<file path="src/rtl/mdio_pkg.sv">
`timescale 1ns/1ps
package mdio_pkg;
  typedef enum logic [1:0] {
    SEQ_IDLE,
    SEQ_ARM,
    SEQ_RUN
  } seq_st_e;

  localparam logic [1:0] ST_FIELD = 2'b01;
  localparam logic [1:0] OP_RD    = 2'b10;
  localparam logic [1:0] OP_WR    = 2'b01;
  localparam logic [1:0] TA_WR    = 2'b10;
  localparam int unsigned HDR_W   = 4;  // start field + opcode
  localparam int unsigned TA_W    = 2;
endpackage

</file>
<file path="src/rtl/mdio_clk_div.sv">
`timescale 1ns/1ps
module mdio_clk_div #(
  parameter int unsigned DIV_W = 5
) (
  input  logic             clk_i,
  input  logic             rst_ni,
  input  logic             run_i,
  input  logic [DIV_W-1:0] div_i,
  output logic             mdc_o,
  output logic             rise_o,
  output logic             fall_o
);
  logic [DIV_W-1:0] cnt_q;
  logic             mdc_q;
  logic             tick;

  assign tick   = run_i && (cnt_q >= div_i);
  assign rise_o = tick && !mdc_q;
  assign fall_o = tick && mdc_q;
  assign mdc_o  = mdc_q;

  always_ff @(posedge clk_i or negedge rst_ni) begin
    if (!rst_ni) begin
      cnt_q <= '0;
      mdc_q <= 1'b0;
    end else if (!run_i) begin
      cnt_q <= '0;
      mdc_q <= 1'b0;
    end else if (tick) begin
      cnt_q <= '0;
      mdc_q <= ~mdc_q;
    end else begin
      cnt_q <= cnt_q + 1'b1;
    end
  end
endmodule

</file>
<file path="src/rtl/mdio_seq.sv">
`timescale 1ns/1ps
module mdio_seq
  import mdio_pkg::*;
#(
  parameter int unsigned FRAME_LEN = 64,
  parameter int unsigned TA_IDX    = 46
) (
  input  logic clk_i,
  input  logic rst_ni,
  input  logic accept_i,
  input  logic rd_i,
  input  logic rise_i,
  input  logic fall_i,
  output logic busy_o,
  output logic shift_o,
  output logic end_o,
  output logic oe_o,
  output logic samp_ta_o,
  output logic samp_dat_o,
  output logic rd_o,
  output logic done_o
);
  localparam int unsigned CNT_W = $clog2(FRAME_LEN);
  localparam logic [CNT_W-1:0] LAST_BIT = CNT_W'(FRAME_LEN - 1);
  localparam logic [CNT_W-1:0] TA1_BIT  = CNT_W'(TA_IDX);
  localparam logic [CNT_W-1:0] TA2_BIT  = CNT_W'(TA_IDX + 1);
  localparam logic [CNT_W-1:0] DAT_BIT  = CNT_W'(TA_IDX + 2);

  seq_st_e          st_q;
  logic [CNT_W-1:0] cnt_q;
  logic             rd_q;
  logic             done_q;
  logic             in_run;

  assign in_run     = (st_q == SEQ_RUN);
  assign busy_o     = (st_q != SEQ_IDLE);
  assign end_o      = in_run && fall_i && (cnt_q == LAST_BIT);
  assign shift_o    = in_run && fall_i && (cnt_q != LAST_BIT);
  assign oe_o       = in_run && !(rd_q && (cnt_q >= TA1_BIT));
  assign samp_ta_o  = in_run && rise_i && rd_q && (cnt_q == TA2_BIT);
  assign samp_dat_o = in_run && rise_i && rd_q && (cnt_q >= DAT_BIT);
  assign rd_o       = rd_q;
  assign done_o     = done_q;

  always_ff @(posedge clk_i or negedge rst_ni) begin
    if (!rst_ni) begin
      st_q   <= SEQ_IDLE;
      cnt_q  <= '0;
      rd_q   <= 1'b0;
      done_q <= 1'b0;
    end else begin
      done_q <= 1'b0;
      unique case (st_q)
        SEQ_IDLE: if (accept_i) begin
          st_q <= SEQ_ARM;
          rd_q <= rd_i;
        end
        // wait for the first falling edge to launch bit 0
        SEQ_ARM: if (fall_i) begin
          st_q  <= SEQ_RUN;
          cnt_q <= '0;
        end
        SEQ_RUN: if (fall_i) begin
          if (cnt_q == LAST_BIT) begin
            st_q   <= SEQ_IDLE;
            done_q <= 1'b1;
          end else begin
            cnt_q <= cnt_q + 1'b1;
          end
        end
        default: st_q <= SEQ_IDLE;
      endcase
    end
  end
endmodule

</file>
<file path="src/rtl/mdio_shift.sv">
`timescale 1ns/1ps
module mdio_shift #(
  parameter int unsigned FRAME_LEN = 64,
  parameter int unsigned DATA_W    = 16
) (
  input  logic                 clk_i,
  input  logic                 rst_ni,
  input  logic                 load_i,
  input  logic [FRAME_LEN-1:0] frame_i,
  input  logic                 shift_i,
  input  logic                 samp_ta_i,
  input  logic                 samp_dat_i,
  input  logic                 end_i,
  input  logic                 rd_i,
  input  logic                 line_i,
  output logic                 tx_bit_o,
  output logic [DATA_W-1:0]    rdata_o,
  output logic                 no_resp_o
);
  logic [FRAME_LEN-1:0] tx_q;
  logic [DATA_W-1:0]    rx_q;
  logic [DATA_W-1:0]    rdata_q;
  logic                 ta_q;
  logic                 nr_q;

  assign tx_bit_o  = tx_q[FRAME_LEN-1];
  assign rdata_o   = rdata_q;
  assign no_resp_o = nr_q;

  always_ff @(posedge clk_i or negedge rst_ni) begin
    if (!rst_ni) begin
      tx_q <= '0;
    end else if (load_i) begin
      tx_q <= frame_i;
    end else if (shift_i) begin
      tx_q <= {tx_q[FRAME_LEN-2:0], 1'b0};
    end
  end

  always_ff @(posedge clk_i or negedge rst_ni) begin
    if (!rst_ni) begin
      rx_q    <= '0;
      ta_q    <= 1'b0;
      rdata_q <= '0;
      nr_q    <= 1'b0;
    end else begin
      if (samp_ta_i)  ta_q <= line_i;
      if (samp_dat_i) rx_q <= {rx_q[DATA_W-2:0], line_i};
      if (end_i) begin
        if (rd_i) rdata_q <= rx_q;
        nr_q <= rd_i && ta_q;
      end
    end
  end
endmodule

</file>
<file path="src/rtl/mdio_master.sv">
`timescale 1ns/1ps
module mdio_master
  import mdio_pkg::*;
#(
  parameter int unsigned DIV_W   = 5,
  parameter int unsigned ADDR_W  = 5,
  parameter int unsigned DATA_W  = 16,
  parameter int unsigned PRE_LEN = 32
) (
  input  logic              clk_i,
  input  logic              rst_ni,
  input  logic [DIV_W-1:0]  div_i,
  input  logic              enable_i,
  input  logic              start_i,
  input  logic              rd_i,
  input  logic [ADDR_W-1:0] phy_addr_i,
  input  logic [ADDR_W-1:0] reg_addr_i,
  input  logic [DATA_W-1:0] wdata_i,
  output logic [DATA_W-1:0] rdata_o,
  output logic              busy_o,
  output logic              done_o,
  output logic              no_resp_o,
  output logic              mdc_o,
  output logic              mdio_o,
  output logic              mdio_oe_o,
  input  logic              mdio_i
);
  localparam int unsigned TA_IDX    = PRE_LEN + HDR_W + 2 * ADDR_W;
  localparam int unsigned FRAME_LEN = TA_IDX + TA_W + DATA_W;

  logic                 busy;
  logic                 accept;
  logic [DIV_W-1:0]     div_q;
  logic [DIV_W-1:0]     div_cur;
  logic                 clk_run;
  logic                 rise, fall;
  logic                 shift_en, frame_end, oe, samp_ta, samp_dat, rd_lat;
  logic                 tx_bit;
  logic [FRAME_LEN-1:0] frame;

  // zero divide locks the bus off
  assign accept  = start_i && !busy && enable_i && (div_i != '0);
  assign div_cur = busy ? div_q : div_i;
  assign clk_run = busy || (enable_i && (div_i != '0));

  assign frame = {{PRE_LEN{1'b1}}, ST_FIELD, (rd_i ? OP_RD : OP_WR),
                  phy_addr_i, reg_addr_i,
                  (rd_i ? 2'b00 : TA_WR),
                  (rd_i ? {DATA_W{1'b0}} : wdata_i)};

  always_ff @(posedge clk_i or negedge rst_ni) begin
    if (!rst_ni)     div_q <= '0;
    else if (accept) div_q <= div_i;
  end

  mdio_clk_div #(.DIV_W(DIV_W)) i_clk_div (
    .clk_i  (clk_i),
    .rst_ni (rst_ni),
    .run_i  (clk_run),
    .div_i  (div_cur),
    .mdc_o  (mdc_o),
    .rise_o (rise),
    .fall_o (fall)
  );

  mdio_seq #(.FRAME_LEN(FRAME_LEN), .TA_IDX(TA_IDX)) i_seq (
    .clk_i      (clk_i),
    .rst_ni     (rst_ni),
    .accept_i   (accept),
    .rd_i       (rd_i),
    .rise_i     (rise),
    .fall_i     (fall),
    .busy_o     (busy),
    .shift_o    (shift_en),
    .end_o      (frame_end),
    .oe_o       (oe),
    .samp_ta_o  (samp_ta),
    .samp_dat_o (samp_dat),
    .rd_o       (rd_lat),
    .done_o     (done_o)
  );

  mdio_shift #(.FRAME_LEN(FRAME_LEN), .DATA_W(DATA_W)) i_shift (
    .clk_i      (clk_i),
    .rst_ni     (rst_ni),
    .load_i     (accept),
    .frame_i    (frame),
    .shift_i    (shift_en),
    .samp_ta_i  (samp_ta),
    .samp_dat_i (samp_dat),
    .end_i      (frame_end),
    .rd_i       (rd_lat),
    .line_i     (mdio_i),
    .tx_bit_o   (tx_bit),
    .rdata_o    (rdata_o),
    .no_resp_o  (no_resp_o)
  );

  assign busy_o    = busy;
  assign mdio_oe_o = oe;
  assign mdio_o    = oe & tx_bit;
endmodule

</file>
<file path="config.mk">
export PLATFORM = sky130hd
export DESIGN_NAME = mdio_master
export DESIGN_NICKNAME = d
export VERILOG_FILES = /design/src/rtl/mdio_pkg.sv /design/src/rtl/mdio_clk_div.sv /design/src/rtl/mdio_seq.sv /design/src/rtl/mdio_shift.sv /design/src/rtl/mdio_master.sv
export SDC_FILE = /design/constraint.sdc
export NUM_CORES = 1
export LEC_CHECK = 0
export CAP_MARGIN = 20
export CORE_ASPECT_RATIO = 0.6
export CORE_MARGIN = 2
export CORE_UTILIZATION = 36
export CTS_BUF_LIST = sky130_fd_sc_hd__clkbuf_8
export CTS_CLUSTER_DIAMETER = 40
export DETAILED_ROUTE_END_ITERATION = 16
export PLACE_DENSITY = 0.63
export SYNTH_ARGS = -nofsm -noshare
export SYNTH_HDL_FRONTEND = slang
export SYNTH_SLANG_ARGS = --single-unit
</file>
<file path="constraint.sdc">
create_clock -name clk_i -period 3.05 [get_ports clk_i]
set_clock_uncertainty 0.2 [all_clocks]
set_input_delay 0.305 -clock clk_i [delete_from_list [all_inputs] [get_ports clk_i]]
set_output_delay 0.305 -clock clk_i [all_outputs]
set_load 0.03 [all_outputs]
</file>
==> impl_metrics.py <==
metrics = {
    "final_layout": {
        "final_nets": 625,
        "antenna_cells": 0,
        "area_growth_pct": 21.8,
        "drive_above_1_share_pct": 15.8,
        "design_area_mm2": 0.00668,
    },
    "routing": {
        "ant_nets": 0,
        "dr_wl_met2_um": 5300,
        "drc_errors": 0,
        "drtIter0Drc": 338,
        "vias": 4191,
        "routed.top_layer": "met4",
        "wl_met1_um": 6200,
        "wl_per_cell_um": 15.3,
        "viasPerCell": 5.29,
        "first_pass_iters": 6,
        "routed_wl_um": 12100,
        "dr_wl_met3_um": 502,
    },
    "synth": {
        "ys_ff_latch": 119,
        "synth_async_sr_flop_share_pct": 100,
        "synth_warnings": 0,
        "ys_top_cells_by_area": "dfrtp_1 54%, nand3_1 9.5%, mux2_2 7.0%",
        "synth_edf_count": 0,
        "synthCells": 531,
        "synth.avg_cell_area_um2": 10.3,
        "synth_top_area_cell": "dfrtp_1",
        "synth.distinct_cells": 52,
        "ys_seq_area_share_pct": 54.3,
        "synth_nets": 575,
        "synth_top_area_share_pct": 54.3,
        "syn-cell-area_mm2": 0.00548,
        "ys.flop_type": "dfrtp_1",
    },
    "placement": {
        "place.gp.congestion": 0.791,
        "portBuffers": 58,
        "dpl-instance-area_mm2": 0.00627,
        "dp_hpwl_um": 7580,
        "pre_cts_ws_ns": 0.0768,
    },
    "floorplanning": {
        "rows": 34,
        "pin_count": 59,
        "die_x_um": 163,
        "die-area_mm2": 0.0163,
        "start_util_pct": 37.4,
        "core_area_mm2": 0.0147,
        "fp.dieH_um": 99.6,
    },
    "pwr": {
        "p_per_area_mw_per_mm2": 469,
        "power.total_mw": 3.13,
        "irDropWorstVdd_mv": 0.273,
        "leakage_nw": 2.98,
    },
    "clock_tree": {
        "cts_tree": "done",
        "path_clk_slew_ns": 0.08,
        "hold_buffers": 1,
        "htree_levels": 4,
        "clk_path_buf_depth": 2,
        "postCtsSetupRepairBufs": 0,
        "cts_root_buffer": "clkbuf_8",
        "insertion_delay_ns": 0.44,
        "clock-sinks": 119,
        "ctsResizeCount": 0,
        "cts_buffers": 17,
    },
    "timing": {
        "hold_viol_final": 0,
        "fmax_mhz": 352,
        "min_period_over_period_pct": 93.1,
        "min_period_ns": 2.84,
        "finalSetupViolations": 0,
        "drv_slew": 0,
        "postLayoutSetupSlackWorst_ns": 0.210,
        "relSlewSlack_pct": 63.7,
        "rsz0062_at_grt": "no",
        "worstMarginPinSlew_ns": 0.543,
        "final.setup.tns_ns": 0,
    },
    "min_path": {
        "hp-class": "in2async",
    },
    "critical_path": {
        "startpoint_type": "flop",
        "worstPathMaxFanout": 16,
        "critPathKind": "reg2reg",
        "crit_required_ns": 3.17,
        "critical_path.endpoint_type": "flop",
        "arrival_ns": 2.96,
    },
    "grt": {
        "antenna_found_initial": 0,
        "track_usage_pct": 15.8,
        "grt_pass1_vias": 4209,
        "grt_max_degree": 66,
        "grt.overflow.total": 0,
        "grt_pass1_wl_um": 20800,
    },
    "run_status": {
        "status": "complete, no violations",
    },
    "run": {
        "max-cap-violations": 0,
    },
}
-- path summary, 6_finish.rpt --
check                             endpoint  slack, ns          start  depth (start not counted)
hold reg to reg                   div_q[1]       0.28       div_q[1]                          2
setup / recovery           i_shift.rx_q[4]       0.21  i_seq.st_q[1]                          8
max in group asynchronous  i_shift.rx_q[7]       1.77         rst_ni                          3
hold / removal                    div_q[0]       0.12         rst_ni                          2
setup reg to reg           i_shift.rx_q[4]       0.21  i_seq.st_q[1]                          8
min in group clk_i         i_shift.tx_q[0]       0.23     wdata_i[0]                          3
-- per-stage QoR --
stage	hold WS (ns)	utilization [%]	cells
global placement	0.0427	42.7	759
global route	0.126	45.5	792
detailed placement	0.0442	42.7	759
CTS	0.110	45.5	792
floorplan	-0.191	-	531
finish	0.120	45.5	792
-- final cells by class --
type	instances	area, um^2
clock buffers	17	234
clock inverters	15	166
fillers	1365	8000
inverters	4	15.0
multi-input cells	364	2270
flip-flops and latches	119	2980
well taps	198	248
repair buffers	75	771
-- synth_stat cells, drive strengths merged (2+ instances only) --
master and instances:
mux2i 5, buf 23, clkbuf 21, xor2 2, ha 7, nor2 15, o211ai 26, a21boi 2
a21oi 5, nand2 67, o21ai 39, nor3 2, o31ai 4, nand3b 16, inv 4, nand2b 4
a21o 2, dfrtp 119, nor2b 3, nand4 3, o221ai 2, and3 2, mux2 35, nand3 106
-- metal layers --
layer	vias to the layer above	global-route usage [%]
li1	2001	-
met1	2089	22.9
met2	85	23.2
met3	16	3.59
met4	0	5.58
met5	-	0
-- layout by cell type (no fill, tap or decap), types with 12 or more instances in the layout --
cell type / Yosys / layout
clkbuf_8: 0 / 17
nor2_1: 14 / 13
buf_4: 2 / 12
clkdlybuf4s50_1: 0 / 57
mux2_2: 34 / 34
nand3_1: 104 / 104
o211ai_1: 26 / 26
nand2_1: 67 / 67
dfrtp_1: 119 / 119
nand3b_1: 16 / 16
o21ai_0: 37 / 36
-- kinds of logic after synthesis --
logic type,count (synthesis),share of synthesized area (%)
AND/OR/NAND/NOR,224,20.5
flip-flops,119,54.3
buffers and inverters,48,4.47
multiplexers,40,8.10
AO/OA/AOI/OAI,90,10.5
adder cells (fa/ha/maj),7,1.60
XOR/XNOR,3,0.479
-- critical path, stage by stage, from the launching register on --
cell and delay (ns):
dfrtp_1 0.39, nor2_2 0.17, mux2_2 0.36, ha_1 0.27
nor2b_1 0.04, o21ai_1 0.28, a31o_2 0.25, nand3_2 0.34
mux2_2 0.41
-- where the power goes --
part	internal, mW	leakage (nW)	switching, mW
clock	0.742	0.188	0.719
sequential	1.58	1.64	0
combinational	0.0486	1.15	0.0442
total	2.37	2.98	0.764
-- sequential cells by signal, indices dropped and copies added, names as in the netlist --
register and count:
i_shift.tx_q 64, i_shift.rdata_o 16, i_shift.rx_q 16, i_seq.cnt_q 6
div_q 5, i_clk_div.cnt_q 5, i_seq.st_q 2, i_clk_div.mdc_o 1
i_seq.done_o 1, i_seq.rd_o 1, i_shift.no_resp_o 1, i_shift.ta_q 1
No activity file was read; power rests on OpenSTA's default activity.
